File: src/rtl/exc_pkg.sv
package exc_pkg;
  localparam int SW     = 9;
  localparam int MODE_W = 5;
  localparam int F_BIT  = 6;
  localparam int I_BIT  = 7;
  localparam int A_BIT  = 8;

  localparam logic [MODE_W-1:0] MODE_FIQ = 5'b10001;
  localparam logic [MODE_W-1:0] MODE_IRQ = 5'b10010;
  localparam logic [MODE_W-1:0] MODE_SVC = 5'b10011;

  localparam logic [31:0] VEC_IRQ = 32'h0000_0018;
  localparam logic [31:0] VEC_FIQ = 32'h0000_001C;

  localparam int NBANK    = 2;
  localparam int BANK_IW  = $clog2(NBANK);
  localparam logic [BANK_IW-1:0] BANK_FIQ = 1'b0;
  localparam logic [BANK_IW-1:0] BANK_IRQ = 1'b1;

  localparam logic [SW-1:0] CPSR_RESET = {3'b111, 1'b0, MODE_SVC};
endpackage

File: src/rtl/exc_arbiter.sv
module exc_arbiter (
  input  logic clk_i,
  input  logic rst_ni,
  input  logic fiq_ni,
  input  logic irq_ni,
  input  logic f_mask_i,
  input  logic i_mask_i,
  output logic take_fiq_o,
  output logic take_irq_o
);
  logic fiq_req, irq_req;

  assign fiq_req    = !fiq_ni && !f_mask_i;
  assign irq_req    = !irq_ni && !i_mask_i;
  assign take_fiq_o = fiq_req;
  assign take_irq_o = irq_req && !fiq_req;

  assert_single_entry_R5: assert property (@(posedge clk_i) disable iff (!rst_ni)
    !(take_fiq_o && take_irq_o));
  assert_irq_masked_R2: assert property (@(posedge clk_i) disable iff (!rst_ni)
    i_mask_i |-> !take_irq_o);
  assert_fiq_masked_R2: assert property (@(posedge clk_i) disable iff (!rst_ni)
    f_mask_i |-> !take_fiq_o);
endmodule

File: src/rtl/exc_bank.sv
module exc_bank
  import exc_pkg::*;
#(
  parameter int AW = 32,
  parameter int NB = NBANK,
  localparam int IW = (NB > 1) ? $clog2(NB) : 1
) (
  input  logic          clk_i,
  input  logic          rst_ni,
  input  logic          wr_i,
  input  logic [IW-1:0] wr_idx_i,
  input  logic [SW-1:0] spsr_wr_i,
  input  logic [AW-1:0] lr_wr_i,
  input  logic [IW-1:0] rd_idx_i,
  output logic [SW-1:0] spsr_rd_o,
  output logic [AW-1:0] lr_rd_o
);
  logic [SW-1:0] spsr_q [NB];
  logic [AW-1:0] lr_q   [NB];

  for (genvar b = 0; b < NB; b++) begin : g_bank
    always_ff @(posedge clk_i or negedge rst_ni) begin
      if (!rst_ni) begin
        spsr_q[b] <= '0;
        lr_q[b]   <= '0;
      end else if (wr_i && wr_idx_i == IW'(b)) begin
        spsr_q[b] <= spsr_wr_i;
        lr_q[b]   <= lr_wr_i;
      end
    end
  end

  assign spsr_rd_o = spsr_q[rd_idx_i];
  assign lr_rd_o   = lr_q[rd_idx_i];

  assert_bank_save_R3: assert property (@(posedge clk_i) disable iff (!rst_ni)
    wr_i |=> (spsr_q[$past(wr_idx_i)] == $past(spsr_wr_i)) &&
             (lr_q[$past(wr_idx_i)] == $past(lr_wr_i)));
endmodule

File: src/rtl/exc_status.sv
module exc_status
  import exc_pkg::*;
(
  input  logic              clk_i,
  input  logic              rst_ni,
  input  logic              nm_i,
  input  logic              take_fiq_i,
  input  logic              take_irq_i,
  input  logic              ret_i,
  input  logic [SW-1:0]     spsr_i,
  input  logic              cps_i,
  input  logic              cps_set_i,
  input  logic [2:0]        cps_aif_i,
  input  logic              cps_mode_vld_i,
  input  logic [MODE_W-1:0] cps_mode_i,
  output logic [SW-1:0]     cpsr_o
);
  logic [SW-1:0] cpsr_q, cpsr_d;

  always_comb begin
    cpsr_d = cpsr_q;
    if (take_fiq_i) begin
      cpsr_d[F_BIT]      = 1'b1;
      cpsr_d[I_BIT]      = 1'b1;
      cpsr_d[MODE_W-1:0] = MODE_FIQ;
    end else if (take_irq_i) begin
      cpsr_d[I_BIT]      = 1'b1;
      cpsr_d[MODE_W-1:0] = MODE_IRQ;
    end else if (ret_i) begin
      cpsr_d = spsr_i;
    end else if (cps_i) begin
      // aif[k] maps to status bit F_BIT+k
      for (int k = 0; k < 3; k++) begin
        if (cps_aif_i[k]) begin
          if (!cps_set_i)                 cpsr_d[F_BIT+k] = 1'b0;
          else if (!(k == 0 && nm_i))     cpsr_d[F_BIT+k] = 1'b1;
        end
      end
      if (cps_mode_vld_i) cpsr_d[MODE_W-1:0] = cps_mode_i;
    end
  end

  always_ff @(posedge clk_i or negedge rst_ni) begin
    if (!rst_ni) cpsr_q <= CPSR_RESET;
    else         cpsr_q <= cpsr_d;
  end

  assign cpsr_o = cpsr_q;

  assert_fiq_entry_R4: assert property (@(posedge clk_i) disable iff (!rst_ni)
    take_fiq_i |=> cpsr_q[MODE_W-1:0] == MODE_FIQ && cpsr_q[F_BIT] && cpsr_q[I_BIT]);
  assert_irq_entry_R3: assert property (@(posedge clk_i) disable iff (!rst_ni)
    take_irq_i |=> cpsr_q[MODE_W-1:0] == MODE_IRQ && cpsr_q[I_BIT]
                   && cpsr_q[F_BIT] == $past(cpsr_q[F_BIT]));
  assert_nmfiq_hold_R9: assert property (@(posedge clk_i) disable iff (!rst_ni)
    (nm_i && cps_i && !take_fiq_i && !take_irq_i && !ret_i && !cpsr_q[F_BIT]) |=> !cpsr_q[F_BIT]);
  assert_cps_mode_keep_R8: assert property (@(posedge clk_i) disable iff (!rst_ni)
    (cps_i && !cps_mode_vld_i && !take_fiq_i && !take_irq_i && !ret_i)
      |=> $stable(cpsr_q[MODE_W-1:0]));
endmodule

File: src/rtl/exc_entry_unit.sv
module exc_entry_unit
  import exc_pkg::*;
#(
  parameter int AW = 32
) (
  input  logic              clk_i,
  input  logic              rst_ni,
  input  logic              nmfiq_cfg_i,
  input  logic              fiq_ni,
  input  logic              irq_ni,
  input  logic [AW-1:0]     cur_pc_i,
  input  logic              vec_en_i,
  input  logic [AW-1:0]     vic_addr_i,
  input  logic              cps_valid_i,
  input  logic              cps_enable_i,
  input  logic [2:0]        cps_aif_i,
  input  logic              cps_mode_vld_i,
  input  logic [MODE_W-1:0] cps_mode_i,
  input  logic              eret_i,
  output logic [AW-1:0]     pc_o,
  output logic              pc_load_o,
  output logic [SW-1:0]     cpsr_o
);
  logic                nm_q;
  logic                take_fiq, take_irq, entry;
  logic                ret_hit, do_ret, do_cps;
  logic [BANK_IW-1:0]  rd_idx, wr_idx;
  logic [SW-1:0]       spsr_rd, cpsr;
  logic [AW-1:0]       lr_rd, pc_q;
  logic                load_q;

  // option latched only while reset is held
  always_ff @(posedge clk_i) begin
    if (!rst_ni) nm_q <= nmfiq_cfg_i;
  end

  exc_arbiter u_arb (
    .clk_i      (clk_i),
    .rst_ni     (rst_ni),
    .fiq_ni     (fiq_ni),
    .irq_ni     (irq_ni),
    .f_mask_i   (cpsr[F_BIT]),
    .i_mask_i   (cpsr[I_BIT]),
    .take_fiq_o (take_fiq),
    .take_irq_o (take_irq)
  );

  assign entry   = take_fiq || take_irq;
  assign ret_hit = (cpsr[MODE_W-1:0] == MODE_FIQ) || (cpsr[MODE_W-1:0] == MODE_IRQ);
  assign rd_idx  = (cpsr[MODE_W-1:0] == MODE_FIQ) ? BANK_FIQ : BANK_IRQ;
  assign wr_idx  = take_fiq ? BANK_FIQ : BANK_IRQ;
  assign do_ret  = eret_i && !entry && ret_hit;
  assign do_cps  = cps_valid_i && !entry && !eret_i;

  exc_bank #(.AW(AW), .NB(NBANK)) u_bank (
    .clk_i     (clk_i),
    .rst_ni    (rst_ni),
    .wr_i      (entry),
    .wr_idx_i  (wr_idx),
    .spsr_wr_i (cpsr),
    .lr_wr_i   (cur_pc_i),
    .rd_idx_i  (rd_idx),
    .spsr_rd_o (spsr_rd),
    .lr_rd_o   (lr_rd)
  );

  exc_status u_stat (
    .clk_i          (clk_i),
    .rst_ni         (rst_ni),
    .nm_i           (nm_q),
    .take_fiq_i     (take_fiq),
    .take_irq_i     (take_irq),
    .ret_i          (do_ret),
    .spsr_i         (spsr_rd),
    .cps_i          (do_cps),
    .cps_set_i      (!cps_enable_i),
    .cps_aif_i      (cps_aif_i),
    .cps_mode_vld_i (cps_mode_vld_i),
    .cps_mode_i     (cps_mode_i),
    .cpsr_o         (cpsr)
  );

  always_ff @(posedge clk_i or negedge rst_ni) begin
    if (!rst_ni) begin
      pc_q   <= '0;
      load_q <= 1'b0;
    end else begin
      load_q <= entry || do_ret;
      if (take_fiq)      pc_q <= AW'(VEC_FIQ);
      else if (take_irq) pc_q <= vec_en_i ? vic_addr_i : AW'(VEC_IRQ);
      else if (do_ret)   pc_q <= lr_rd;
    end
  end

  assign pc_o      = pc_q;
  assign pc_load_o = load_q;
  assign cpsr_o    = cpsr;

  assert_irq_fixed_vec_R3: assert property (@(posedge clk_i) disable iff (!rst_ni)
    (take_irq && !vec_en_i) |=> pc_o == AW'(VEC_IRQ) && pc_load_o);
  assert_irq_vic_vec_R6: assert property (@(posedge clk_i) disable iff (!rst_ni)
    (take_irq && vec_en_i) |=> pc_o == $past(vic_addr_i) && pc_load_o);
  assert_fiq_vec_R4: assert property (@(posedge clk_i) disable iff (!rst_ni)
    take_fiq |=> pc_o == AW'(VEC_FIQ) && pc_load_o);
  assert_ret_restore_R10: assert property (@(posedge clk_i) disable iff (!rst_ni)
    do_ret |=> cpsr_o == $past(spsr_rd) && pc_o == $past(lr_rd) && pc_load_o);
  assert_ret_ignored_R10: assert property (@(posedge clk_i) disable iff (!rst_ni)
    (eret_i && !ret_hit && !entry) |=> !pc_load_o && $stable(pc_o));
  assert_entry_wins_R11: assert property (@(posedge clk_i) disable iff (!rst_ni)
    (entry && eret_i) |=> cpsr_o[MODE_W-1:0] == MODE_FIQ || cpsr_o[MODE_W-1:0] == MODE_IRQ);
endmodule

File: config.mk
export PLATFORM = sky130hd
export DESIGN_NAME = exc_entry_unit
export DESIGN_NICKNAME = d
export VERILOG_FILES = /design/src/rtl/exc_pkg.sv /design/src/rtl/exc_arbiter.sv /design/src/rtl/exc_bank.sv /design/src/rtl/exc_status.sv /design/src/rtl/exc_entry_unit.sv
export SDC_FILE = /design/constraint.sdc
export NUM_CORES = 1
export LEC_CHECK = 0
export BUFFER_PORTS_ARGS = -buffer_cell sky130_fd_sc_hd__buf_2
export CAP_MARGIN = 20
export CORE_ASPECT_RATIO = 1.25
export CORE_MARGIN = 5
export CORE_UTILIZATION = 55
export CTS_CLUSTER_DIAMETER = 120
export DETAILED_ROUTE_END_ITERATION = 10
export GPL_TIMING_DRIVEN = 0
export HOLD_SLACK_MARGIN = 0.02
export PLACE_DENSITY = 0.87
export SYNTH_ARGS = -nofsm -noshare
export SYNTH_HDL_FRONTEND = slang
export SYNTH_SLANG_ARGS = --single-unit
File: constraint.sdc
create_clock -name clk_i -period 2.76 [get_ports clk_i]
set_clock_uncertainty 0.1 [all_clocks]
set_input_delay 0.276 -clock clk_i [delete_from_list [all_inputs] [get_ports clk_i]]
set_output_delay 0.276 -clock clk_i [all_outputs]
set_load 0.05 [all_outputs]
==> flow_metrics.py, run 1 <==
metrics = {
    "placed_design": {
        "hpwl_microns": 10890,
        "portBuffers": 123,
        "place_congestion": 0.8914,
    },
    "yosys": {
        "muxShareOfSynthArea": 0.08767,
        "synth_top_area_cell": "dfrtp_1",
        "ys_warn_count": 0,
        "synth_fp_nets": 612,
        "synth_edf_count": 1,
        "synth_area_per_cell_sq_um": 10.53,
        "yosysUniqueCellTypes": 50,
        "ys_seq_elements": 125,
        "synth_xor_area_frac": 0.002915,
        "synth_compound_area_frac": 0.1563,
        "synth_flop_cell": "dfrtp_1",
        "netlist_area_sq_um": 5580,
        "synth-seq-area-share": 0.5628,
        "netlist.area_leader.share": 0.5291,
        "synthArstFlopShare": 0.9920,
        "syn_inst": 530,
        "ys_top_cells_by_area": "dfrtp_1, nand2_1, mux2_2",
        "synth_top_family_by_area": "compound AO/OA/AOI/OAI gates",
        "synthAdderAreaFrac": 0,
        "synthSimpleGateAreaFrac": 0.1482,
    },
    "layout": {
        "drive_gt1_frac": 0.3115,
        "fin_nets": 817,
        "regArea_sq_um": 3141,
        "syn2layout_area_growth_pct": 36.55,
        "multi_input_area_sq_um": 2205,
        "fillers": 632,
    },
    "worst_setup_path": {
        "end_kind": "register",
        "crit_cells": 5,
        "crit_path_start": "u_stat.cpsr_o[1]$_DFFE_PN1P_",
        "rrSetupSlack_ns": 0.65,
        "rr_startpoint": "u_stat.cpsr_o[1]$_DFFE_PN1P_",
        "slowest_stage": "dfstp_2",
        "crit_end": "pc_o[6]$_DFFE_PN0P_",
        "reg2reg_depth": 5,
        "critPathArrivalTime_ns": 2.36,
        "timing.rr.end": "pc_o[6]$_DFFE_PN0P_",
        "critPathMaxStageDelay_ns": 0.62,
        "crit_path_start_kind": "register",
        "cpLargestDelayFamily": "flip-flops",
        "crit_type": "register to register",
        "critPathMaxFanout": 10,
        "worstPathCellList": "nand2b_1, clkbuf_1, o21ai_1, a21oi_1, a221o_1",
        "path_buf_inv": 1,
        "required_ns": 3.01,
    },
    "timing": {
        "worst_hold_slack_ns": 0.04217,
        "fmax_ghz": 0.4741,
        "finalSetupViolations": 0,
        "rsz0062_at_grt": "false",
        "layout_min_cycle_time_ns": 2.109,
        "worst_pin_slew_ns": 0.7174,
        "fin_crit_sh": 0.7643,
        "maxSlewHeadroom": 0.5200,
        "drv_slew": 0,
        "hold_violations": 0,
    },
    "power": {
        "internal-power_mw": 5.516,
        "vdd_drop_max_mv": 0.7089,
        "pwr-share-seq": 0.337,
        "swShare": 0.4119,
        "combPwrFrac": 0.419,
        "total_leakage_power_nw": 3.706,
        "finalPower_mw": 9.380,
        "switchingPower_mw": 3.864,
        "clockPowerShare": 0.243,
        "p_per_area_nw_per_um2": 1231,
    },
    "grt": {
        "antenna_found_initial": 1,
        "grt_pass1_wl_microns": 27700,
        "grt_pass1_vias": 5439,
        "grt_max_degree": 80,
        "globalRouteOverflowTotal": 0,
        "global_route.usage.total": 0.2959,
    },
    "route": {
        "via_per_inst": 5.968,
        "route.detailed.drc": 0,
        "drt_first_pass_iters": 5,
        "wl_microns": 17530,
        "route.vias.total": 5240,
        "final_antenna_net_count": 0,
        "first_iter_violations": 532,
        "wire_per_inst_microns": 19.97,
    },
    "clocking": {
        "clock-sinks": 125,
        "clockBufferDepth": 2,
        "clock-root-buffer": "clkbuf_16",
        "tritoncts": "done",
        "cts_max_level": 4,
        "worstSkewPairLatency_ns": 0.42,
        "clk_pin_slew_ns": 0.05,
        "cts_buffers": 17,
    },
    "worst_hold_path": {
        "hold_class": "input pin to register",
    },
    "job": {
        "maxCapViolations": 0,
    },
    "floorplanning": {
        "ios": 124,
        "core-area_sq_um": 10000,
        "rows": 41,
        "fp.dieH_microns": 122.6,
        "dieArea_sq_um": 12270,
        "initial_core_util": 0.5578,
        "die_x_microns": 100.1,
    },
    "run_status": {
        "outcome": "complete, no violations",
    },
}
cell type report:
type,instances,share of cell area
clock inverter,7,0.01445
sequential,125,0.4122
buffer,39,0.02841
clock buffer,25,0.06502
tap,129,0.02118
timing repair buffer,186,0.1667
antenna,1,0.0003284
multi-input combinational,361,0.2893
inverter,5,0.002463
cells in the mapped netlist (2+ instances only):
cell and n:
a211oi_1 5, a21o_1 2, a21oi_1 32, a221o_1 29
a31oi_1 2, and2_1 4, and3_1 7, buf_1 4
buf_2 20, buf_4 2, buf_6 5, clkbuf_1 8
dfrtp_1 118, dfstp_2 6, inv_1 5, mux2_2 39
mux2i_1 5, nand2_1 124, nand2b_1 2, nand3_1 33
nor2_1 2, nor2b_1 3, o211ai_1 2, o21ai_0 18
o21ai_1 28
worst min-delay path by stage:
| stage | start | endpoint | slack (ns) | cells past startpoint |
|---|---|---|---|---|
| global placement | u_bank.lr_q[36]$_DFFE_PN0P_ | u_bank.lr_q[36]$_DFFE_PN0P_ | 0.35 | 2 |
| CTS | vic_addr_i[5] | pc_o[5]$_DFFE_PN0P_ | 0.04 | 2 |
| detailed placement | rst_ni | pc_o[5]$_DFFE_PN0P_ | 0.13 | 1 |
| finish | vic_addr_i[5] | pc_o[5]$_DFFE_PN0P_ | 0.04 | 2 |
| global route | vic_addr_i[5] | pc_o[5]$_DFFE_PN0P_ | 0.04 | 2 |
| floorplan | rst_ni | pc_load_o$_DFF_PN0_ | -0.12 | 0 |
power groups by stage:
stage / clock, mW / sequential [mW] / combinational (mW)
floorplan: 0 / 3.67 / 2.11
global placement: 0 / 3.06 / 3.58
detailed placement: 0 / 3.12 / 3.73
CTS: 2.29 / 3.11 / 3.85
global route: 2.37 / 3.22 / 4.20
finish: 2.28 / 3.16 / 3.93
state kept, by name, summed over array words and instances, names as in the netlist:
name and cells:
pc_o 32, nm_q 1, u_bank.spsr_q 18, u_stat.cpsr_o 9, u_bank.lr_q 64, pc_load_o 1
repair_timing:
item	4_1_cts	5_1_grt
resized for setup	0	0
setup buffers	0	0
hold buffers	62	0
endpoints found under the hold margin	128	0
cells in the final DEF, fill, tap and decap left out, types with 3 or more instances in the layout:
cell type,instances
buf_6,6
bufinv_16,3
dfstp_2,6
inv_1,5
dlygate4sd3_1,62
dfrtp_1,118
a21oi_1,32
o21ai_1,28
a221o_1,29
and3_1,7
clkinv_2,4
clkbuf_8,4
buf_1,4
clkbuf_16,17
nor2b_1,3
a211oi_1,5
mux2i_1,5
clkbuf_1,12
o21ai_0,18
nand2_1,124
mux2_2,39
and2_1,4
buf_2,142
nand3_1,33
cells by family after synthesis:
family / after synthesis
compound gates: 131
xor+xnor: 1
buf+inv: 44
flops: 125
mux: 44
simple gates: 185
per-stage QoR:
step	TNS [ns]	instance area [sq um]	worst slack, ns	utilization	cells
6_report	0	7620	0.6506	0.7617	878
5_1_grt	0	7620	0.6128	0.7617	878
4_1_cts	0	7617	0.7855	0.7615	877
3_5_place_dp	0	6391	0.8211	0.6389	783
3_3_place_gp	-13.96	6357	-0.1270	0.6355	782
2_1_floorplan	0	5580	0.8053	-	530
layer usage:
layer	track usage	wire length [microns]	vias to the layer above	part of all wire
met3	0.08414	1283	89	0.073
met1	0.3465	6339	2551	0.36
met5	0	0	-	0
met4	0.1769	948	0	0.054
li1	-	-	2292	-
met2	0.4837	8960	308	0.51
(Power assumes the default switching activity.)
==> run 2: changes to the inputs <==
CORE_UTILIZATION = 54   (was 55)
PLACE_DENSITY = 0.86   (was 0.87)
clock period = 2.2 ns   (was 2.76 ns; I/O delays follow)
==> flow_metrics.py, run 2 (same netlist as run 1, synthesis figures left out) <==
metrics = {
    "run_status": {
        "outcome": "complete, no violations",
    },
    "grt": {
        "grt_pass1_vias": 5696,
        "globalRouteOverflowTotal": 0,
        "antenna_found_initial": 1,
        "global_route.usage.total": 0.3141,
        "grt_pass1_wl_microns": 29590,
        "grt_max_degree": 68,
    },
    "floorplanning": {
        "die_x_microns": 100.9,
        "core-area_sq_um": 10110,
        "dieArea_sq_um": 12480,
        "rows": 41,
        "fp.dieH_microns": 123.7,
        "ios": 124,
        "initial_core_util": 0.5522,
    },
    "power": {
        "clockPowerShare": 0.228,
        "vdd_drop_max_mv": 0.7076,
        "switchingPower_mw": 5.012,
        "p_per_area_nw_per_um2": 1527,
        "pwr-share-seq": 0.340,
        "swShare": 0.4276,
        "internal-power_mw": 6.708,
        "combPwrFrac": 0.432,
        "total_leakage_power_nw": 3.719,
    },
    "timing": {
        "layout_min_cycle_time_ns": 2.156,
        "finalSetupTns_ns": 0,
        "fmax_ghz": 0.4638,
        "rsz0062_at_grt": "false",
        "drv_slew": 0,
        "hold_violations": 0,
        "worst_pin_slew_ns": 0.7130,
        "finalSetupViolations": 0,
        "maxSlewHeadroom": 0.5229,
        "fin_crit_sh": 0.9800,
    },
    "route": {
        "drt_first_pass_iters": 8,
        "first_iter_violations": 532,
        "route.vias.total": 5483,
        "via_per_inst": 6.175,
        "final_antenna_net_count": 0,
        "wl_microns": 19120,
        "route.detailed.drc": 0,
        "wire_per_inst_microns": 21.53,
    },
    "layout": {
        "final_cell_mix": "buf_2, nand2_1, dfrtp_1, dlygate4sd3_1, mux2_2",
        "largest_register_ffs": 64,
        "final_util": 0.7593,
        "fin_nets": 827,
        "layout_commonest_cell": "buf_2",
        "drive_gt1_frac": 0.3074,
        "finalInstanceArea_sq_um": 7674,
        "largest_register": "u_bank.lr_q",
        "syn2layout_area_growth_pct": 37.51,
    },
    "worst_setup_path": {
        "timing.rr.end": "pc_o[11]$_DFFE_PN0P_",
        "end_kind": "register",
        "critPathArrivalTime_ns": 2.42,
        "rr_startpoint": "u_stat.cpsr_o[1]$_DFFE_PN1P_",
        "worstPathCellList": "nand2b_1, buf_1, o21ai_1, a21oi_1, a221o_1",
        "crit_path_start_kind": "register",
        "reg2reg_depth": 5,
        "critPathMaxStageDelay_ns": 0.61,
        "path_buf_inv": 1,
        "rrSetupSlack_ns": 0.04,
        "crit_type": "register to register",
        "cpLargestDelayFamily": "flip-flops",
        "slowest_stage": "dfstp_2",
        "critPathMaxFanout": 10,
        "required_ns": 2.47,
    },
    "clocking": {
        "cts_max_level": 4,
        "cts_setup_buffers": 0,
        "clk_pin_slew_ns": 0.06,
        "worstSkewPairLatency_ns": 0.42,
        "clock-sinks": 125,
        "clock-root-buffer": "clkbuf_16",
        "cts_buffers": 17,
        "tritoncts": "done",
        "clockBufferDepth": 2,
    },
    "job": {
        "maxCapViolations": 0,
    },
    "worst_hold_path": {
        "whs_path_depth": 3,
        "hold_class": "input pin to register",
        "hp-start": "cps_mode_i[0]",
        "min_to": "u_stat.cpsr_o[0]$_DFFE_PN1P_",
    },
    "placed_design": {
        "place_area_sq_um": 6391,
        "portBuffers": 123,
        "hpwl_microns": 10920,
        "place_congestion": 0.8040,
    },
}
run 2: cell count changes in the layout (fill, tap and decap cells not counted), sizes merged:
cell         delta
bufinv          -2
clkinv          +1
clkinvlp        +1
dlygate4sd3    +10
run 2: per-stage QoR:
stage / total power [mW] / setup WS (ns) / cells / hold slack [ns]
2_1_floorplan: 7.250 / 0.2453 / 530 / -0.1756
3_3_place_gp: 8.308 / -0.6158 / 782 / 0.2981
3_5_place_dp: 8.596 / 0.2487 / 783 / 0.1218
4_1_cts: 11.40 / 0.2349 / 887 / 0.02670
5_1_grt: 12.19 / 0.02092 / 888 / 0.05346
6_report: 11.72 / 0.04395 / 888 / 0.03606
run 2: how the worst max path moves through the flow:
stage                                             from                            to  slack (ns)  cells after the start
after floorplan           u_stat.cpsr_o[4]$_DFFE_PN1P_          pc_o[19]$_DFFE_PN0P_        0.25                      5
after global placement                          rst_ni  u_bank.spsr_q[8]$_DFFE_PN0P_       -0.62                      1
after detailed placement  u_stat.cpsr_o[1]$_DFFE_PN1P_  u_stat.cpsr_o[3]$_DFFE_PN0P_        0.25                      5
after CTS                 u_stat.cpsr_o[1]$_DFFE_PN1P_          pc_o[14]$_DFFE_PN0P_        0.23                      5
after global routing      u_stat.cpsr_o[1]$_DFFE_PN1P_          pc_o[11]$_DFFE_PN0P_        0.02                      5
final                     u_stat.cpsr_o[1]$_DFFE_PN1P_          pc_o[11]$_DFFE_PN0P_        0.04                      5
run 2: final cells by class:
| type | instances | area, sq um |
|---|---|---|
| Sequential cell | 125 | 3141 |
| Fill cell | 574 | 2432 |
| Multi-Input combinational cell | 361 | 2206 |
| Timing Repair Buffer | 196 | 1370 |
| Clock buffer | 25 | 495.5 |
| Buffer | 39 | 216.5 |
| Tap cell | 129 | 161.4 |
| Clock inverter | 7 | 62.56 |
| Inverter | 5 | 18.77 |
| Antenna cell | 1 | 2.502 |
run 2: routing by layer:
metal | GRT usage | vias up | share of wire
met5 | 0 | - | 0
met4 | 0.2203 | 0 | 0.063
met3 | 0.06891 | 115 | 0.082
met2 | 0.5309 | 413 | 0.51
met1 | 0.3505 | 2634 | 0.35
li1 | - | 2321 | -
run 2: power groups by stage:
stage	sequential, mW	combinational, mW	clock [mW]
final	3.99	5.06	2.67
after global placement	3.83	4.48	0
after floorplan	4.60	2.65	0
after CTS	3.90	4.85	2.64
after global routing	4.06	5.38	2.76
after detailed placement	3.92	4.68	0
run 2: worst register-to-register path: stages, from the launching register on:
cell and delay (ns):
dfstp_2 0.61, nand2b_1 0.28, buf_1 0.51, o21ai_1 0.18, a21oi_1 0.27, a221o_1 0.14
run 2: repair_timing:
item / CTS / global route
resized for setup: 0 / 1
setup endpoints to repair: 0 / 1
hold buffers: 72 / 0
hold endpoints to repair: 157 / 0
==> run 3: changes to the inputs <==
CORE_UTILIZATION = 55   (was 54)
SYNTH_HIERARCHICAL = 1   (was default)
==> flow_metrics.py, run 3 <==
metrics = {
    "floorplanning": {
        "core-area_sq_um": 11140,
        "dieArea_sq_um": 13680,
        "rows": 43,
        "ios": 124,
        "fp.dieH_microns": 129.5,
        "initial_core_util": 0.5645,
        "die_x_microns": 105.6,
    },
    "timing": {
        "timing.final.ws_setup_ns": -0.09092,
        "fmax_ghz": 0.4365,
        "drv_slew": 0,
        "rsz0062_at_grt": "true",
        "worst_pin_slew_ns": 0.7918,
        "finalSetupViolations": 6,
        "layout_min_cycle_time_ns": 2.291,
        "maxSlewHeadroom": 0.4721,
        "hold_violations": 0,
        "fin_crit_sh": 1.041,
    },
    "route": {
        "route.vias.total": 4996,
        "drt_first_pass_iters": 5,
        "route.detailed.drc": 0,
        "wl_microns": 17780,
        "wire_per_inst_microns": 21.17,
        "first_iter_violations": 273,
        "final_antenna_net_count": 0,
        "via_per_inst": 5.948,
    },
    "yosys": {
        "synth_fp_nets": 560,
        "synth_flop_cell": "dfrtp_1",
        "synth_top_area_cell": "dfrtp_1",
        "ys_seq_elements": 125,
        "yosysMostFrequentCell": "dfrtp_1",
        "ys_warn_count": 6,
        "netlist.area_leader.share": 0.4697,
        "synth_area_per_cell_sq_um": 13.15,
        "ys_top_cells_by_area": "dfrtp_1, mux2_2, mux2_1",
        "netlist_top_cells_count": "dfrtp_1, mux2_2, mux2_1",
        "netlist_area_sq_um": 6287,
        "syn_inst": 478,
        "yosysUniqueCellTypes": 44,
        "synth-seq-area-share": 0.4995,
        "synthArstFlopShare": 0.9920,
        "synth_edf_count": 1,
    },
    "layout": {
        "largest_register_ffs": 64,
        "drive_gt1_frac": 0.5348,
        "regArea_sq_um": 3157,
        "layout_commonest_cell": "buf_2",
        "syn2layout_area_growth_pct": 38.23,
        "final_cells": 840,
        "n_antenna_cell": 0,
        "finalInstanceArea_sq_um": 8691,
        "multi_input_area_sq_um": 3069,
        "fin_nets": 774,
        "final_util": 0.7804,
        "fillers": 640,
        "largest_register": "u_bank/lr_q",
        "final_cell_mix": "buf_2, dfrtp_1, mux2_2, dlygate4sd3_1, mux2_1",
    },
    "clocking": {
        "clock-sinks": 125,
        "clock-root-buffer": "clkbuf_16",
        "clockBufferDepth": 2,
        "worstSkewPairLatency_ns": 0.41,
        "cts_buffers": 17,
        "clk_pin_slew_ns": 0.05,
        "cts_max_level": 4,
        "tritoncts": "done",
    },
    "worst_setup_path": {
        "end_kind": "register",
        "slowest_stage": "dfstp_4",
        "required_ns": 2.43,
        "cpLargestDelayFamily": "flip-flops",
        "critPathArrivalTime_ns": 2.53,
        "worstPathCellList": "nor4b_4, nand2_2, buf_8, mux2_2, mux2i_1, nor2_1, a221o_1",
        "critPathMaxStageDelay_ns": 0.67,
        "crit_path_start_kind": "register",
        "crit_type": "register to register",
        "critPathMaxFanout": 7,
        "path_buf_inv": 1,
    },
    "power": {
        "total_leakage_power_nw": 3.885,
        "p_per_area_nw_per_um2": 1618,
        "vdd_drop_max_mv": 0.8260,
    },
    "job": {
        "maxCapViolations": 0,
    },
    "grt": {
        "grt_pass1_wl_microns": 27630,
        "antenna_found_initial": 0,
        "globalRouteOverflowTotal": 0,
        "grt_pass1_vias": 5341,
        "grt_max_degree": 76,
        "global_route.usage.total": 0.2574,
    },
    "placed_design": {
        "place_area_sq_um": 7203,
        "place_congestion": 0.8255,
        "hpwl_microns": 11300,
        "portBuffers": 123,
        "dp.cells": 737,
    },
    "worst_hold_path": {
        "hold_class": "input pin to register",
    },
    "run_status": {
        "violations": "setup timing",
        "outcome": "finished with violations",
    },
}
[run 3: cell types whose count changed after synthesis, sizes merged, moves of 32 or more]
cell	before	now
a21oi	33	1
mux2	39	125
o21ai	46	2
nand2	126	13
nor2	3	36
[run 3: worst register-to-register path: stages, from the launching register on]
cell	delay, ns
dfstp_4	0.67
nor4b_4	0.25
nand2_2	0.17
buf_8	0.18
mux2_2	0.26
mux2i_1	0.16
nor2_1	0.08
a221o_1	0.33
[run 3: through the flow]
| step | hold WS, ns | worst slack (ns) | TNS, ns | power (mW) |
|---|---|---|---|---|
| final | 0.08507 | -0.09092 | -0.1638 | 14.06 |
| after global routing | 0.1029 | -0.1404 | -2.041 | 14.74 |
| after CTS | -0.04880 | -0.009283 | -0.03465 | 13.41 |
| after detailed placement | 0.09693 | -0.2894 | -16.13 | 10.26 |
| after global placement | 0.2980 | -0.8598 | -89.53 | 9.983 |
| after floorplan | -0.1756 | -0.07924 | -0.2118 | 8.805 |
[run 3: power breakdown]
part	leakage (nW)	switching [mW]	internal, mW
sequential	1.50	0.721	3.47
combinational	2.09	3.92	3.16
clock	0.288	1.00	1.79
[run 3: final timing paths]
check                      cells after the start                         start                       endpoint  slack [ns]
max in group asynchronous                      3                        rst_ni    u_bank/lr_q[17]$_DFFE_PN0P_        1.07
setup / recovery                               7  u_stat/cpsr_o[0]$_DFFE_PN1P_   u_stat/cpsr_o[6]$_DFFE_PN1P_       -0.09
setup reg to reg                               7  u_stat/cpsr_o[0]$_DFFE_PN1P_   u_stat/cpsr_o[6]$_DFFE_PN1P_       -0.09
hold reg to reg                                1   u_bank/lr_q[44]$_DFFE_PN0P_    u_bank/lr_q[44]$_DFFE_PN0P_        0.38
hold / removal                                 3                 cps_mode_i[3]   u_stat/cpsr_o[3]$_DFFE_PN0P_        0.09
min in group asynchronous                      2                        rst_ni  u_bank/spsr_q[15]$_DFFE_PN0P_        0.21
[run 3: cell type report]
type	instances	area share
Tap cell	135	0.01944
Timing Repair Buffer	196	0.1522
Inverter	5	0.002447
Clock inverter	13	0.01699
Buffer	42	0.04161
Multi-Input combinational cell	305	0.3532
Sequential cell	125	0.3632
Clock buffer	19	0.05096
[run 3: logic make-up (layout without fill, tap and decap cells)]
kind of cell	Yosys count	after routing	share of synthesized area
flops	125	125	0.4995
mux	131	131	0.2334
compound gates	106	106	0.1700
simple gates	66	66	0.04836
buf+inv	48	275	0.04478
xor+xnor	2	2	0.003981
[run 3: layer usage]
| metal | vias to the layer above | share of wire | GRT usage |
|---|---|---|---|
| li1 | 2218 | - | - |
| met1 | 2510 | 0.38 | 0.3189 |
| met2 | 229 | 0.52 | 0.4437 |
| met3 | 39 | 0.067 | 0.06029 |
| met4 | 0 | 0.025 | 0.09223 |
| met5 | - | 0 | 0 |
[run 3: what timing repair did]
action,CTS,global route
hold buffers,34,2
hold endpoints to repair,116,3
gates resized for setup,14,57
cloned,1,1
buffers inserted,15,19
setup endpoints to repair,119,118
pin swaps,10,15
